### src/rtl/vec_pkg.sv
package vec_pkg;

    typedef enum logic [3:0] {
        OP_ADD  = 4'd1,
        OP_MUL  = 4'd2,
        OP_AND  = 4'd3,
        OP_MAX2 = 4'd4,
        OP_GT   = 4'd5,
        OP_SUM  = 4'd6,
        OP_RMAX = 4'd7,
        OP_SADD = 4'd8
    } vop_e;

    typedef enum logic [1:0] {
        ST_IDLE,
        ST_RD,
        ST_WR,
        ST_DONE
    } vst_e;

    function automatic logic op_known(input logic [3:0] op);
        return (op >= 4'd1) && (op <= 4'd8);
    endfunction

endpackage

### src/rtl/vec_bank.sv
module vec_bank #(
    parameter int DW      = 16,
    parameter int ADDR_W  = 6,
    parameter int IW      = 4,
    parameter int BANK_ID = 0
) (
    input  logic          clk,
    input  logic          rst_n,
    input  logic          we,
    input  logic [IW-1:0] waddr,
    input  logic [DW-1:0] wdata,
    input  logic [IW-1:0] raddr_a,
    input  logic [IW-1:0] raddr_b,
    output logic [DW-1:0] rdata_a,
    output logic [DW-1:0] rdata_b
);
    localparam int DEPTH = 1 << IW;

    logic [DW-1:0] cell_q [DEPTH];

    function automatic logic [DW-1:0] seed_word(input logic [ADDR_W-1:0] a);
        logic [31:0] t;
        t = 32'(a) * 32'd2357 + 32'd17;
        return DW'(t);
    endfunction

    always_ff @(posedge clk or negedge rst_n) begin
        if (!rst_n) begin
            for (int j = 0; j < DEPTH; j++)
                cell_q[j] <= seed_word(ADDR_W'(j * 4 + BANK_ID));
        end else if (we) begin
            cell_q[waddr] <= wdata;
        end
    end

    assign rdata_a = cell_q[raddr_a];
    assign rdata_b = cell_q[raddr_b];

endmodule

### src/rtl/vec_alu.sv
module vec_alu
    import vec_pkg::*;
#(
    parameter int DW = 16
) (
    input  logic [3:0]    op,
    input  logic [DW-1:0] a,
    input  logic [DW-1:0] b,
    input  logic [DW-1:0] s,
    input  logic [DW-1:0] acc,
    output logic [DW-1:0] elem,
    output logic          elem_wr,
    output logic          red,
    output logic [DW-1:0] acc_nxt
);
    always_comb begin
        elem    = '0;
        elem_wr = 1'b0;
        red     = 1'b0;
        acc_nxt = acc;
        case (op)
            OP_ADD:  begin elem = a + b; elem_wr = 1'b1; end
            OP_MUL:  begin elem = a * b; elem_wr = 1'b1; end
            OP_AND:  begin elem = a & b; elem_wr = 1'b1; end
            OP_MAX2: begin elem = (a > b) ? a : b; elem_wr = 1'b1; end
            OP_GT:   begin elem = {{(DW-1){1'b0}}, (a > b)}; elem_wr = 1'b1; end
            OP_SADD: begin elem = s + a; elem_wr = 1'b1; end
            OP_SUM:  begin red = 1'b1; acc_nxt = acc + a; end
            OP_RMAX: begin red = 1'b1; acc_nxt = (a > acc) ? a : acc; end
            default: ;
        endcase
    end

endmodule

### src/rtl/vec_engine.sv
module vec_engine
    import vec_pkg::*;
#(
    parameter int DATA_W = 16,
    parameter int ADDR_W = 6,
    localparam int LEN_W   = ADDR_W + 1,
    localparam int INSTR_W = 4 + 3 * ADDR_W + LEN_W
) (
    input  logic               clk,
    input  logic               rst_n,
    input  logic               start_i,
    input  logic [INSTR_W-1:0] instr_i,
    input  logic [DATA_W-1:0]  scalar_i,
    output logic               busy_o,
    output logic               done_o,
    output logic [DATA_W-1:0]  result_o
);
    localparam int NBANK   = 4;
    localparam int IW      = ADDR_W - 2;
    localparam int LEN_LSB = 0;
    localparam int DST_LSB = LEN_W;
    localparam int S2_LSB  = DST_LSB + ADDR_W;
    localparam int S1_LSB  = S2_LSB + ADDR_W;
    localparam int OP_LSB  = S1_LSB + ADDR_W;

    typedef struct packed {
        vst_e              st;
        logic [3:0]        op;
        logic [ADDR_W-1:0] s1;
        logic [ADDR_W-1:0] s2;
        logic [ADDR_W-1:0] dst;
        logic [LEN_W-1:0]  len;
        logic [LEN_W-1:0]  idx;
        logic [DATA_W-1:0] sc;
        logic [DATA_W-1:0] a;
        logic [DATA_W-1:0] b;
        logic [DATA_W-1:0] acc;
    } regs_t;

    regs_t q, d;

    logic [ADDR_W-1:0] ra, rb, wa;
    logic [DATA_W-1:0] rda [NBANK];
    logic [DATA_W-1:0] rdb [NBANK];
    logic [NBANK-1:0]  bank_we;
    logic [DATA_W-1:0] elem, acc_nxt;
    logic              elem_wr, red;
    logic [3:0]        in_op;
    logic [LEN_W-1:0]  in_len;

    assign ra     = q.s1  + q.idx[ADDR_W-1:0];
    assign rb     = q.s2  + q.idx[ADDR_W-1:0];
    assign wa     = q.dst + q.idx[ADDR_W-1:0];
    assign in_op  = instr_i[OP_LSB +: 4];
    assign in_len = instr_i[LEN_LSB +: LEN_W];

    for (genvar g = 0; g < NBANK; g++) begin : g_bank
        assign bank_we[g] = (q.st == ST_WR) && elem_wr && (wa[1:0] == 2'(g));
        vec_bank #(.DW(DATA_W), .ADDR_W(ADDR_W), .IW(IW), .BANK_ID(g)) u_bank (
            .clk     (clk),
            .rst_n   (rst_n),
            .we      (bank_we[g]),
            .waddr   (wa[ADDR_W-1:2]),
            .wdata   (elem),
            .raddr_a (ra[ADDR_W-1:2]),
            .raddr_b (rb[ADDR_W-1:2]),
            .rdata_a (rda[g]),
            .rdata_b (rdb[g])
        );
    end

    vec_alu #(.DW(DATA_W)) u_alu (
        .op      (q.op),
        .a       (q.a),
        .b       (q.b),
        .s       (q.sc),
        .acc     (q.acc),
        .elem    (elem),
        .elem_wr (elem_wr),
        .red     (red),
        .acc_nxt (acc_nxt)
    );

    always_comb begin
        d = q;
        case (q.st)
            ST_IDLE: if (start_i) begin
                d.op  = in_op;
                d.s1  = instr_i[S1_LSB +: ADDR_W];
                d.s2  = instr_i[S2_LSB +: ADDR_W];
                d.dst = instr_i[DST_LSB +: ADDR_W];
                d.len = in_len;
                d.idx = '0;
                d.acc = '0;
                d.sc  = scalar_i;
                d.st  = (in_len == '0 || !op_known(in_op)) ? ST_DONE : ST_RD;
            end
            ST_RD: begin
                d.a  = rda[ra[1:0]];
                d.b  = rdb[rb[1:0]];
                d.st = ST_WR;
            end
            ST_WR: begin
                if (red) d.acc = acc_nxt;
                d.idx = q.idx + 1'b1;
                d.st  = (d.idx == q.len) ? ST_DONE : ST_RD;
            end
            default: d.st = ST_IDLE;
        endcase
    end

    always_ff @(posedge clk or negedge rst_n) begin
        if (!rst_n) begin
            q    <= '0;
            q.st <= ST_IDLE;
        end else begin
            q <= d;
        end
    end

    assign busy_o   = (q.st != ST_IDLE);
    assign done_o   = (q.st == ST_DONE);
    assign result_o = q.acc;


    done_pulse_chk: assert property (@(posedge clk) disable iff (!rst_n)
        done_o |=> !done_o);


    busy_hold_chk: assert property (@(posedge clk) disable iff (!rst_n)
        (busy_o && !done_o) |=> busy_o);


    zero_len_chk: assert property (@(posedge clk) disable iff (!rst_n)
        (!busy_o && start_i && in_len == '0) |=> done_o);


    one_bank_chk: assert property (@(posedge clk) disable iff (!rst_n)
        $onehot0(bank_we));


    idle_nowrite_chk: assert property (@(posedge clk) disable iff (!rst_n)
        (!busy_o || done_o) |-> (bank_we == '0));

endmodule

### config.mk
export PLATFORM = sky130hd
export DESIGN_NAME = vec_engine
export DESIGN_NICKNAME = d
export VERILOG_FILES = /design/src/rtl/vec_pkg.sv /design/src/rtl/vec_bank.sv /design/src/rtl/vec_alu.sv /design/src/rtl/vec_engine.sv
export SDC_FILE = /design/constraint.sdc
export NUM_CORES = 2
export LEC_CHECK = 0
export BUFFER_PORTS_ARGS = -buffer_cell sky130_fd_sc_hd__buf_2
export CAP_MARGIN = 20
export CORE_MARGIN = 1
export CORE_UTILIZATION = 25
export CTS_CLUSTER_DIAMETER = 200
export DETAILED_ROUTE_END_ITERATION = 8
export GPL_TIMING_DRIVEN = 0
export SLEW_MARGIN = 25
export SYNTH_ARGS = -nofsm -noshare
export SYNTH_HDL_FRONTEND = slang
export SYNTH_SLANG_ARGS = --single-unit
### constraint.sdc
create_clock -name clk -period 5.3 [get_ports clk]
set_clock_uncertainty 0.05 [all_clocks]
set_input_delay 0.265 -clock clk [delete_from_list [all_inputs] [get_ports clk]]
set_output_delay 0.265 -clock clk [all_outputs]
set_load 0.02 [all_outputs]
==> results.toml <==
[global_routing]
grt_pass1_wl_um = 480000
antenna_found_initial = 39
grt_pass1_vias = 61780
grt_max_degree = 126
grt_usage = 0.2530
gr-total-overflow = 0

[detailed_routing]
drc_errors = 0
ant_nets = 0
drt_iter0_drc = 10240
drt_first_pass_iters = 6
wl_per_cell_um = 28.99
vias = 66880
drt-vias-per-instance = 5.556
wl_um = 349100

[final_layout]
num-fill-cells = 28050
area_growth_pct = 20.28
utilization = 0.3024
drive_above_1_share = 0.1674
stdcell_area_um2 = 79400
finalNetCount = 8681

[logic_synthesis]
syn_avg_cell_area_um2 = 8.213
ys_warn_count = 0
async_flop_share = 1.000
synth_edf_count = 0
yosysMostFrequentCell = "nand2_1"
yosys.cell_types.count = 76
synthFlopType = "dfrtp_1"
yosys.area.top_type = "dfrtp_1"
synth.net_count = 8313
syn_inst = 8037
seq_area_frac_synth = 0.4362
synth_top_area_share = 0.2400
netlist_area_um2 = 66010
yosys-top-cells-count = "1717 x nand2_1, 1103 x nor2_1, 995 x a21oi_1"
synth_area_leaders = "dfrtp_1 24%, dfstp_2 20%, nand2_1 9.8%"
ys_ff_latch = 1126

[timing]
max_freq_ghz = 0.1594
relSlewSlack = 0.1724
hold_violations = 0
finalCritPeriodShare = 1.184
worstMarginPinSlew_ns = 1.241
period_minus_slack_ns = 6.273
setup_viol = 721
hold_slack_ns = 0.02751
setup_slack_ns = -0.9728
drv_slew = 0
rsz0062_at_grt = "true"

[floorplanning]
io_pins = 66
die-area_um2 = 266100
fp.dieW_um = 515.9
num_rows = 188
coreArea_um2 = 262500
start_util = 0.2515
dieHeight_um = 515.9

[critical_path]
critPathKind = "flip-flop to flip-flop"
cp-start-kind = "flip-flop"
critPathMaxFanout = 7
worst_setup_path_end_kind = "flip-flop"
cp.arrival_ns = 6.88
worstPathRequired_ns = 5.91

[clocking]
cts_tree = "built"
cts_buffers = 134
clk_pin_slew_ns = 0.07
root_buffer = "clkbuf_16"
clk_latency_ns = 0.83
cts_buffer_depth = 3
cts_num_sinks = 1126
htreeDepth = 4

[run]
maxCapViolations = 0

[placed_design]
place_ws_ns = -2.069
place_hpwl_um = 258900
port_buffers = 65
placedInstanceArea_um2 = 71820
place_congestion = 1.030

[worst_hold_path]
hp-class = "input port to async pin"

[run_status]
violations = "setup timing"
outcome = "complete, but fails checks"
## sequential cells by signal, summed over array words and instances (netlist names)
signal and cells:
g_bank.u_bank.cell_q 1024, q 86, result_o 16
## layer usage
layer,track usage,up-vias,share of wire
met5,0,-,0.00067
met4,0.1575,34,0.074
met3,0.07406,935,0.12
met2,0.3574,4241,0.40
met1,0.3356,33300,0.40
li1,-,28370,-
## kinds of logic (layout without fill, tap and decap cells)
family	Yosys count	count (layout)	share of synthesized area
buf+inv	870	1349	0.05406
fa+ha+maj	228	228	0.05288
xor+xnor	88	88	0.01211
other cells	0	8	0
flops	1126	1126	0.4362
simple gates	3665	3665	0.2319
compound gates	1690	1690	0.1558
mux	370	370	0.05709
## layout make-up
cell class	instances	area (um2)	area share
Multi-Input combinational cell	6041	34640	0.4362
Sequential cell	1126	28830	0.3631
Tap cell	3515	4398	0.05539
Clock buffer	196	3923	0.04940
Buffer	706	3715	0.04679
Timing Repair Buffer	232	2723	0.03429
Inverter	164	620.6	0.007816
Clock inverter	51	536.8	0.006761
Antenna cell	8	20.02	0.0002521
## critical path: stages (launching register included)
cell and delay [ns]:
dfrtp_2 0.48, clkbuf_16 0.17, buf_6 0.12, nand2_2 0.06, fa_1 0.44, fa_1 0.57, fa_1 0.43, fa_1 0.50
inv_1 0.05, fa_1 0.47, inv_1 0.05, fa_1 0.49, inv_2 0.05, ha_4 0.26, nand2_2 0.09, nand2b_1 0.07
a21oi_2 0.19, o21ai_4 0.10, xor2_2 0.17, mux2i_1 0.17, o22ai_2 0.12, a21oi_4 0.34, clkbuf_16 0.31, buf_16 0.19
a21oi_1 0.08
## placed cells by master (no fill, tap or decap), types with 17 or more instances in the layout
cell / n
and2_1: 43
a32oi_1: 293
a21oi_1: 884
nand4_1: 204
a21oi_4: 17
mux2i_1: 318
dfrtp_1: 616
fa_1: 80
nand3_1: 453
o21ai_0: 142
buf_2: 206
o22ai_1: 28
clkbuf_2: 26
o211ai_1: 25
dfstp_2: 493
buf_16: 28
mux2_2: 52
clkbuf_8: 32
and3_1: 40
buf_6: 24
buf_4: 72
ha_1: 128
dlygate4sd3_1: 49
buf_1: 39
clkinv_2: 20
nor3_1: 22
inv_1: 155
a31oi_1: 38
o32a_1: 17
xor2_1: 26
xnor2_1: 51
clkbuf_1: 451
nand2_1: 1708
nor2_1: 1102
buf_12: 34
clkbuf_16: 159
a21oi_2: 108
## metrics by stage
stage	instances	setup TNS, ns
3_5_place_dp	11640	-1008.12
4_1_cts	12000	-421.68
5_1_grt	12030	-555.88
2_1_floorplan	8037	-39.04
3_3_place_gp	11620	-
6_report	12040	-475.07
## worst paths after layout
| path | from | to | slack [ns] | cells after the start |
|---|---|---|---|---|
| worst min-delay path | rst_n | g_bank[2].u_bank.cell_q[250]$_DFFE_PN0P_ | 0.03 | 2 |
| worst min register to register | g_bank[3].u_bank.cell_q[25]$_DFFE_PN1P_ | g_bank[3].u_bank.cell_q[25]$_DFFE_PN1P_ | 0.43 | 2 |
| worst max register to register | q[18]$_DFFE_PN0N_ | g_bank[3].u_bank.cell_q[237]$_DFFE_PN0P_ | -0.97 | 24 |
| max in group asynchronous | rst_n | g_bank[0].u_bank.cell_q[200]$_DFFE_PN0P_ | 2.91 | 5 |
| min in group clk | instr_i[11] | q[82]$_DFFE_PN0P_ | 0.17 | 3 |
| worst max-delay path | q[18]$_DFFE_PN0N_ | g_bank[3].u_bank.cell_q[237]$_DFFE_PN0P_ | -0.97 | 24 |
## what timing repair did
item,CTS,global route
resized for setup,220,144
hold endpoints to repair,338,0
hold buffers,49,0
setup buffers,53,16
gates cloned,9,13
endpoints found under the setup margin,800,722
pin swaps,15,33
Power is left out: the tool's default activity adds up to more than one toggle a clock period on the data nets, which glitch-free logic cannot reach.
